===== config.mk =====
export PLATFORM = sky130hd
export DESIGN_NAME = acc_logic_unit
export DESIGN_NICKNAME = d
export VERILOG_FILES = /design/src/rtl/acc_logic_pkg.sv /design/src/rtl/bitwise_cmp_unit.sv /design/src/rtl/rotate_unit.sv /design/src/rtl/acc_logic_unit.sv
export SDC_FILE = /design/constraint.sdc
export NUM_CORES = 1
export LEC_CHECK = 0
export BUFFER_PORTS_ARGS = -buffer_cell sky130_fd_sc_hd__buf_2
export CORE_ASPECT_RATIO = 1.25
export CORE_MARGIN = 2
export CORE_UTILIZATION = 53
export DETAILED_ROUTE_END_ITERATION = 10
export GPL_TIMING_DRIVEN = 0
export PLACE_DENSITY = 0.79
export SLEW_MARGIN = 20
export SYNTH_ARGS = -nofsm -noshare
export SYNTH_HDL_FRONTEND = slang
export SYNTH_SLANG_ARGS = --single-unit

===== constraint.sdc =====
create_clock -name clk -period 2.5 [get_ports clk]
set_input_delay 0.25 -clock clk [delete_from_list [all_inputs] [get_ports clk]]
set_output_delay 0.25 -clock clk [all_outputs]
set_load 0.02 [all_outputs]

===== src/rtl/acc_logic_pkg.sv =====
package acc_logic_pkg;
  localparam int OPW = 4;

  typedef enum logic [OPW-1:0] {
    OP_AND = 4'd0,
    OP_OR  = 4'd1,
    OP_XOR = 4'd2,
    OP_CMP = 4'd3,
    OP_RLC = 4'd4,
    OP_RRC = 4'd5,
    OP_RAL = 4'd6,
    OP_RAR = 4'd7,
    OP_CMA = 4'd8,
    OP_CMC = 4'd9,
    OP_STC = 4'd10
  } op_e;

  typedef struct packed {
    logic s;
    logic z;
    logic ac;
    logic p;
    logic cy;
  } flags_t;
endpackage


===== src/rtl/bitwise_cmp_unit.sv =====
module bitwise_cmp_unit
  import acc_logic_pkg::*;
#(
  parameter int DATA_W = 8
) (
  input  logic [DATA_W-1:0] acc,
  input  logic [DATA_W-1:0] opnd,
  input  logic [OPW-1:0]    op,
  output logic [DATA_W-1:0] logic_res,
  output logic [DATA_W-1:0] diff,
  output logic              borrow,
  output logic              half_borrow
);
  localparam int NIB = DATA_W / 2;

  logic [DATA_W:0] diff_wide;
  logic [NIB:0]    nib_wide;

  always_comb begin
    unique case (op)
      OP_AND:  logic_res = acc & opnd;
      OP_OR:   logic_res = acc | opnd;
      OP_XOR:  logic_res = acc ^ opnd;
      default: logic_res = acc;
    endcase
  end

  assign diff_wide   = {1'b0, acc} - {1'b0, opnd};
  assign nib_wide    = {1'b0, acc[NIB-1:0]} - {1'b0, opnd[NIB-1:0]};
  assign diff        = diff_wide[DATA_W-1:0];
  assign borrow      = diff_wide[DATA_W];
  assign half_borrow = nib_wide[NIB];
endmodule


===== src/rtl/rotate_unit.sv =====
module rotate_unit
  import acc_logic_pkg::*;
#(
  parameter int DATA_W = 8
) (
  input  logic [DATA_W-1:0] acc,
  input  logic              cy_in,
  input  logic [OPW-1:0]    op,
  output logic [DATA_W-1:0] rot_res,
  output logic              rot_cy
);
  always_comb begin
    unique case (op)
      OP_RLC: begin
        rot_res = {acc[DATA_W-2:0], acc[DATA_W-1]};
        rot_cy  = acc[DATA_W-1];
      end
      OP_RRC: begin
        rot_res = {acc[0], acc[DATA_W-1:1]};
        rot_cy  = acc[0];
      end
      OP_RAL: begin
        rot_res = {acc[DATA_W-2:0], cy_in};
        rot_cy  = acc[DATA_W-1];
      end
      OP_RAR: begin
        rot_res = {cy_in, acc[DATA_W-1:1]};
        rot_cy  = acc[0];
      end
      default: begin
        rot_res = acc;
        rot_cy  = cy_in;
      end
    endcase
  end
endmodule


===== src/rtl/acc_logic_unit.sv =====
module acc_logic_unit
  import acc_logic_pkg::*;
#(
  parameter int DATA_W = 8
) (
  input  logic              clk,
  input  logic              rst,
  input  logic              op_valid,
  input  logic [OPW-1:0]    op_code,
  input  logic [DATA_W-1:0] operand,
  output logic [DATA_W-1:0] acc_out,
  output logic              flag_s,
  output logic              flag_z,
  output logic              flag_ac,
  output logic              flag_p,
  output logic              flag_cy
);
  function automatic flags_t szp_of(input logic [DATA_W-1:0] v,
                                    input logic ac, input logic cy);
    flags_t f;
    f.s  = v[DATA_W-1];
    f.z  = (v == '0);
    f.p  = ~^v;
    f.ac = ac;
    f.cy = cy;
    return f;
  endfunction

  logic [DATA_W-1:0] acc_q, acc_d;
  flags_t            flg_q, flg_d;

  logic [DATA_W-1:0] logic_res, diff, rot_res;
  logic              borrow, half_borrow, rot_cy;

  // Decoded operation classes, brought out for the checker
  logic is_logic, is_cmp, is_rot, is_cma, is_cmc, is_stc;
  logic acc_we, flag_we;

  bitwise_cmp_unit #(.DATA_W(DATA_W)) u_bw (
    .acc(acc_q), .opnd(operand), .op(op_code),
    .logic_res(logic_res), .diff(diff),
    .borrow(borrow), .half_borrow(half_borrow)
  );

  rotate_unit #(.DATA_W(DATA_W)) u_rot (
    .acc(acc_q), .cy_in(flg_q.cy), .op(op_code),
    .rot_res(rot_res), .rot_cy(rot_cy)
  );

  assign is_logic = (op_code == OP_AND) || (op_code == OP_OR) || (op_code == OP_XOR);
  assign is_cmp   = (op_code == OP_CMP);
  assign is_rot   = (op_code >= OP_RLC) && (op_code <= OP_RAR);
  assign is_cma   = (op_code == OP_CMA);
  assign is_cmc   = (op_code == OP_CMC);
  assign is_stc   = (op_code == OP_STC);

  assign acc_we  = op_valid && (is_logic || is_rot || is_cma);
  assign flag_we = op_valid && (is_logic || is_cmp || is_rot || is_cmc || is_stc);

  always_comb begin
    acc_d = acc_q;
    if (is_logic)     acc_d = logic_res;
    else if (is_rot)  acc_d = rot_res;
    else if (is_cma)  acc_d = ~acc_q;
  end

  always_comb begin
    flg_d = flg_q;
    if (is_logic) begin
      flg_d = szp_of(logic_res, 1'b1, 1'b0);
    end else if (is_cmp) begin
      flg_d = szp_of(diff, half_borrow, borrow);
    end else if (is_rot) begin
      flg_d.cy = rot_cy;
    end else if (is_cmc) begin
      flg_d.cy = ~flg_q.cy;
    end else if (is_stc) begin
      flg_d.cy = 1'b1;
    end
  end

  always_ff @(posedge clk) begin
    if (rst) begin
      acc_q <= '0;
      flg_q <= '0;
    end else begin
      if (acc_we)  acc_q <= acc_d;
      if (flag_we) flg_q <= flg_d;
    end
  end

  assign acc_out = acc_q;
  assign flag_s  = flg_q.s;
  assign flag_z  = flg_q.z;
  assign flag_ac = flg_q.ac;
  assign flag_p  = flg_q.p;
  assign flag_cy = flg_q.cy;
endmodule


Yosys cells after proc, flatten, opt, wreduce, memory -nomap -nowiden. Index checks and enable logic that the tools add are counted. W data, S select, Z words.

Order comparisons: 2. Add/sub/neg operators: 2. Equality and inequality tests: 12. Reductions and logical operators: 24. Multiplexer cells: 12. Bitwise gates (word level): 5.

Operator list (number): $pmux W8 S4 (1); $mux W8 (3); $pmux W8 S3 (1); $eq A4 B3 Y1 const B (4); $logic_not A8 Y1 (2); $reduce_xnor A8 Y1 (2); $eq A4 B4 Y1 const B (3); $sub A8 B8 Y9 (1); $and A8 B8 Y8 (1); $eq A4 B2 Y1 const B (2); $logic_or A1 B1 Y1 (8); $not A8 Y8 (1); $or A8 B8 Y8 (1); $xor A8 B8 Y8 (1); $ne A6 B2 Y1 const B (1); $reduce_and A3 Y1 (2); $mux W5 (1); $ne A5 B5 Y1 const B (1); $reduce_bool A5 Y1 (1); $sub A4 B4 Y5 (1); $eq A4 B1 Y1 const B (1); $ge A4 B3 Y1 const B (1); $le A4 B3 Y1 const B (1); $logic_not A4 Y1 (1); other kinds (9) (15).

Bits of input ports: 15. Bits in registers: 13.

Logic depth before layout (Yosys ltp).
Depth after elaboration: 9. Depth in mapped cells: 14. Depth with buffers taken out: 14.

Modules after synthesis. A second synthesis with hierarchy kept.

Cell total of the unflattened synthesis: 296. Area total of the unflattened synthesis: 2284.7 sq um.

Modules (own cells, without submodules): acc_logic_unit (times used 1, sequential area each 260.2 sq um, area an instance 1071.0 sq um, cells each 133); bitwise_cmp_unit (times used 1, sequential area each 0.0 sq um, area an instance 964.7 sq um, cells each 130); rotate_unit (times used 1, sequential area each 0.0 sq um, area an instance 249.0 sq um, cells each 33).

Worst setup path before layout. OpenSTA, ideal clock, no wires.

Path type: register -> register. Start point: register acc_q[0] (netlist: acc_out[0]). End point: register flg_q (netlist bit flag_p). Library setup time: 91 ps. Setup slack: -271 ps. Stages on the path, launching flop included: 15. Clock period less this slack: 2771 ps. Arrival time: 2680 ps. Buffers on the path: 0. Path through: dfxtp_1 inv_1 ha_1 inv_1 fa_1 nand2b_1 a2bb2oi_1 a21oi_1 o21ai_0 xor2_1 ha_1 xnor2_1 xnor2_1 nand2_1 a311oi_1.

Word-level cells in the longest chain between the ends: 4.

Ends and longest elaborated chain: start: declaration (RTL line acc_logic_unit.sv:29) `logic [DATA_W-1:0] acc_q, acc_d;`; start signal: assignment (RTL line acc_logic_unit.sv:84) `acc_q <= '0;`; start signal: assignment (RTL line acc_logic_unit.sv:87) `if (acc_we) acc_q <= acc_d;`; $sub A8 B8 Y9 (tied with other cells) (RTL line bitwise_cmp_unit.sv:28) `assign diff_wide = {1'b0, acc} - {1'b0, opnd};`; $reduce_xnor A8 Y1 or $pmux W8 S3 (tied branches) (RTL line acc_logic_unit.sv:23, bitwise_cmp_unit.sv:20); $mux W4 or $reduce_xnor A8 Y1 (tied branches) (RTL line acc_logic_unit.sv:71, acc_logic_unit.sv:23); $mux W5 (*) (RTL line acc_logic_unit.sv:69) `if (is_logic) begin`; end signal: assignment (RTL line acc_logic_unit.sv:88) `if (flag_we) flg_q <= flg_d;`; end: declaration (RTL line acc_logic_unit.sv:30) `flags_t flg_q, flg_d;`.

Mark *: on every way between the ends. The rest lies on a longest branch, timed or not. The select of a mux whose other input is x is not followed. A chain may end at the register's enable or synchronous reset.

Worst setup path in the final report.
Start point: register acc_q[1] (netlist: acc_out[1]). End point: register flg_q (netlist bit flag_p).

Same word-level chain as after synthesis.

==> run metrics <==
count of TritonRoute iterations in the first routing pass=5; number of violations of the max-capacitance limit=0; total area of multi-input combinational cells=1750 um^2; Period minus WS final=2.61 ns; horizontal die dimension=58.2 um; Final nets=341; relative slew slack=54.5%; Layout Skew=0.00687 ns; largest net degree at the start of global routing=11; die outline area=4180 um^2; Leakage Power=1.12 nW; CTS Sinks=13; first-pass GRT wire length=9520 um; DP Cell Count=314; violated checks=negative setup slack; commonest register cell after synthesis=sky130_fd_sc_hd__dfxtp_1; number of diodes=0; most common cell after layout, fill and taps aside=sky130_fd_sc_hd__buf_2; DIE HEIGHT=71.8 um; RSZ-0062 raised after global routing=yes; highest attainable clock frequency=384 MHz; crit start category=flip-flop; required time of the critical path=2.67 ns; residual DRC count=0; start-to-end type of the worst setup path=flip-flop to flip-flop; antenna violations before repair=0; final-report hold violation count=0; vias=2,169; dpl hpwl=3920 um; Post-Synthesis Net Count=298; Max rail drop VDD=0.000375 V; transition at the pin with the smallest max-transition slack=0.679 ns; Critical R2R Capture=flag_p; number of nets with antenna violations after routing=0; outcome=complete, but fails checks; most frequent cells in the layout=sky130_fd_sc_hd__buf_2, sky130_fd_sc_hd__ha_1, sky130_fd_sc_hd__nor2_1; number of enable flip-flop cells after synthesis=0; routed wire length=6370 um; Slew Limit Fails=0; Port-buffer cells=25; cell at the root of the clock tree=sky130_fd_sc_hd__clkbuf_8; Crit Path Max Fanout=3; DP Worst Slack=-0.222 ns; fraction of layout instances using a drive strength above 1=35.3%; crit path launch=acc_out[1]; critical path endpoint=flag_p; sequential area share after synthesis=13.4%; warnings from Yosys=0; number of instances in the synthesized netlist=250; sequential cell area in the final layout=290 um^2; Wirelength per Cell=19.2 um; Netlist Area Pre-Place=1950 um^2; Floorplan Core Area=3510 um^2; initial core utilization=55.4%; global router's overall resource usage=29.7%; insertion delay to the later sink of the worst-skew pair=0.26 ns; clock-pin slew reported for the worst setup and hold paths after clock tree synthesis=0.06 ns; worst setup slack for register-to-register paths=-0.11 ns; number of standard-cell rows in the floorplan=24; setup slack of the critical path after layout=-0.105 ns; Arrival @ worst endpoint=2.77 ns; fraction of registers with async set or reset after synthesis=0%; remaining global-route overflow=0; fin cells=331; Worst R2R Start=acc_out[1]; nature of the critical path endpoint=flip-flop; average vias per placed instance=6.55; share of the cycle needed by the critical path after routing=104%; maximum level of the CTS H-tree=1; vias in the first global route=2,077; area grow syn2layout=30.8%; top-level port count=28; final count of negative-setup-slack endpoints=1; number of DRC violations after detailed-routing iteration 0=166; Final Wtd Congestion=0.880; number of cell instances on the worst register-to-register path=11; Setup Total Neg Slack=-0.105 ns; maximum clock path buffer count=2; fraction of the core area covered by cells at the end of the flow=72.5%; CTS buffer count=3; number of distinct library cells after synthesis=51; Hold/Removal Path Class=primary input to flip-flop; fill cell instance count of the final layout=277; ratio of total power to cell area=495 nW/um^2; synthesized area per cell=7.79 um^2; synthesis-stage register bit count=13; TritonCTS clock tree=done
## cells in the mapped netlist (3+ instances only)
cell / number / area (um^2)
sky130_fd_sc_hd__a211oi_1: 9 / 67.6
sky130_fd_sc_hd__inv_1: 24 / 90.1
sky130_fd_sc_hd__a22oi_1: 6 / 45.0
sky130_fd_sc_hd__nor2_1: 23 / 86.3
sky130_fd_sc_hd__nand2_1: 15 / 56.3
sky130_fd_sc_hd__nand2b_1: 7 / 43.8
sky130_fd_sc_hd__buf_4: 4 / 30.0
sky130_fd_sc_hd__xnor2_1: 10 / 87.6
sky130_fd_sc_hd__a211o_1: 7 / 61.3
sky130_fd_sc_hd__nor3_1: 8 / 40.0
sky130_fd_sc_hd__mux2_2: 6 / 67.6
sky130_fd_sc_hd__o21ai_0: 19 / 95.1
sky130_fd_sc_hd__buf_2: 5 / 25.0
sky130_fd_sc_hd__clkbuf_1: 3 / 11.3
sky130_fd_sc_hd__ha_1: 32 / 400
sky130_fd_sc_hd__a2bb2oi_1: 8 / 70.1
sky130_fd_sc_hd__dfxtp_1: 13 / 260
sky130_fd_sc_hd__a21oi_1: 9 / 45.0
## state kept, by name (all words and copies together), names as in the netlist
signal	flops
flag_z	1
flag_ac	1
flag_s	1
flag_cy	1
acc_out	8
flag_p	1
## critical path, stage by stage (launching register included)
cell and delay, ns:
sky130_fd_sc_hd__dfxtp_4 0.37, sky130_fd_sc_hd__inv_4 0.04, sky130_fd_sc_hd__ha_4 0.27, sky130_fd_sc_hd__nor2_2 0.05, sky130_fd_sc_hd__o311a_4 0.39, sky130_fd_sc_hd__a211o_1 0.36, sky130_fd_sc_hd__nor2_2 0.17, sky130_fd_sc_hd__ha_4 0.24
sky130_fd_sc_hd__xnor2_4 0.15, sky130_fd_sc_hd__xnor2_2 0.12, sky130_fd_sc_hd__nand2_1 0.08, sky130_fd_sc_hd__a311oi_2 0.27
## logic make-up (layout without fill, tap and decap cells)
logic type | after synthesis | in the layout | share of synthesized area (%)
compound gates | 78 | 78 | 28.6
simple gates | 70 | 70 | 18.4
buf+inv | 38 | 80 | 9.18
fa+ha+maj | 33 | 33 | 21.6
flops | 13 | 13 | 13.4
xor+xnor | 12 | 12 | 5.39
mux | 6 | 6 | 3.47
## per-layer routing
layer	vias to the layer above	wire [um]	track usage, %
met2	133	3070	51.1
met3	36	517	3.97
met1	1015	2410	32.6
met5	-	0	0
li1	985	-	-
met4	0	372	21.4
## report_power, final
group / leakage (nW) / internal (mW) / switching (mW)
Clock: 0.0228 / 0.113 / 0.0971
Combinational: 0.982 / 0.393 / 0.413
Sequential: 0.112 / 0.224 / 0.0200
Total: 1.12 / 0.730 / 0.530
## worst min path at each step
stage / end / from / depth (start not counted)
2_1_floorplan: flag_ac / rst / 1
3_3_place_gp: flag_ac / flag_ac / 2
3_5_place_dp: flag_ac / rst / 2
4_1_cts: flag_cy / rst / 2
5_1_grt: flag_p / rst / 2
6_report: flag_p / rst / 2
## final cells by class
type,instances,area share (%)
multi-input combinational,199,68.8
timing repair buffer,38,8.89
clock buffer,4,1.77
sequential,13,11.4
tap,39,1.92
buffer,14,3.49
inverter,24,3.73
## stage by stage
stage	cell area (um^2)	hold WS, ns	total power [mW]
5_1_grt	2550	0.242	1.32
3_3_place_gp	2150	0.485	0.778
4_1_cts	2420	0.215	1.09
3_5_place_dp	2150	0.484	0.786
6_report	2550	0.231	1.26
2_1_floorplan	1980	0.322	0.666
## repair_timing
item,4_1_cts,5_1_grt
gates resized for setup,24,17
setup buffers,10,3
endpoints found under the setup margin,1,1
hold buffers,0,0
pin swaps,10,15
(Power assumes the default switching activity.)
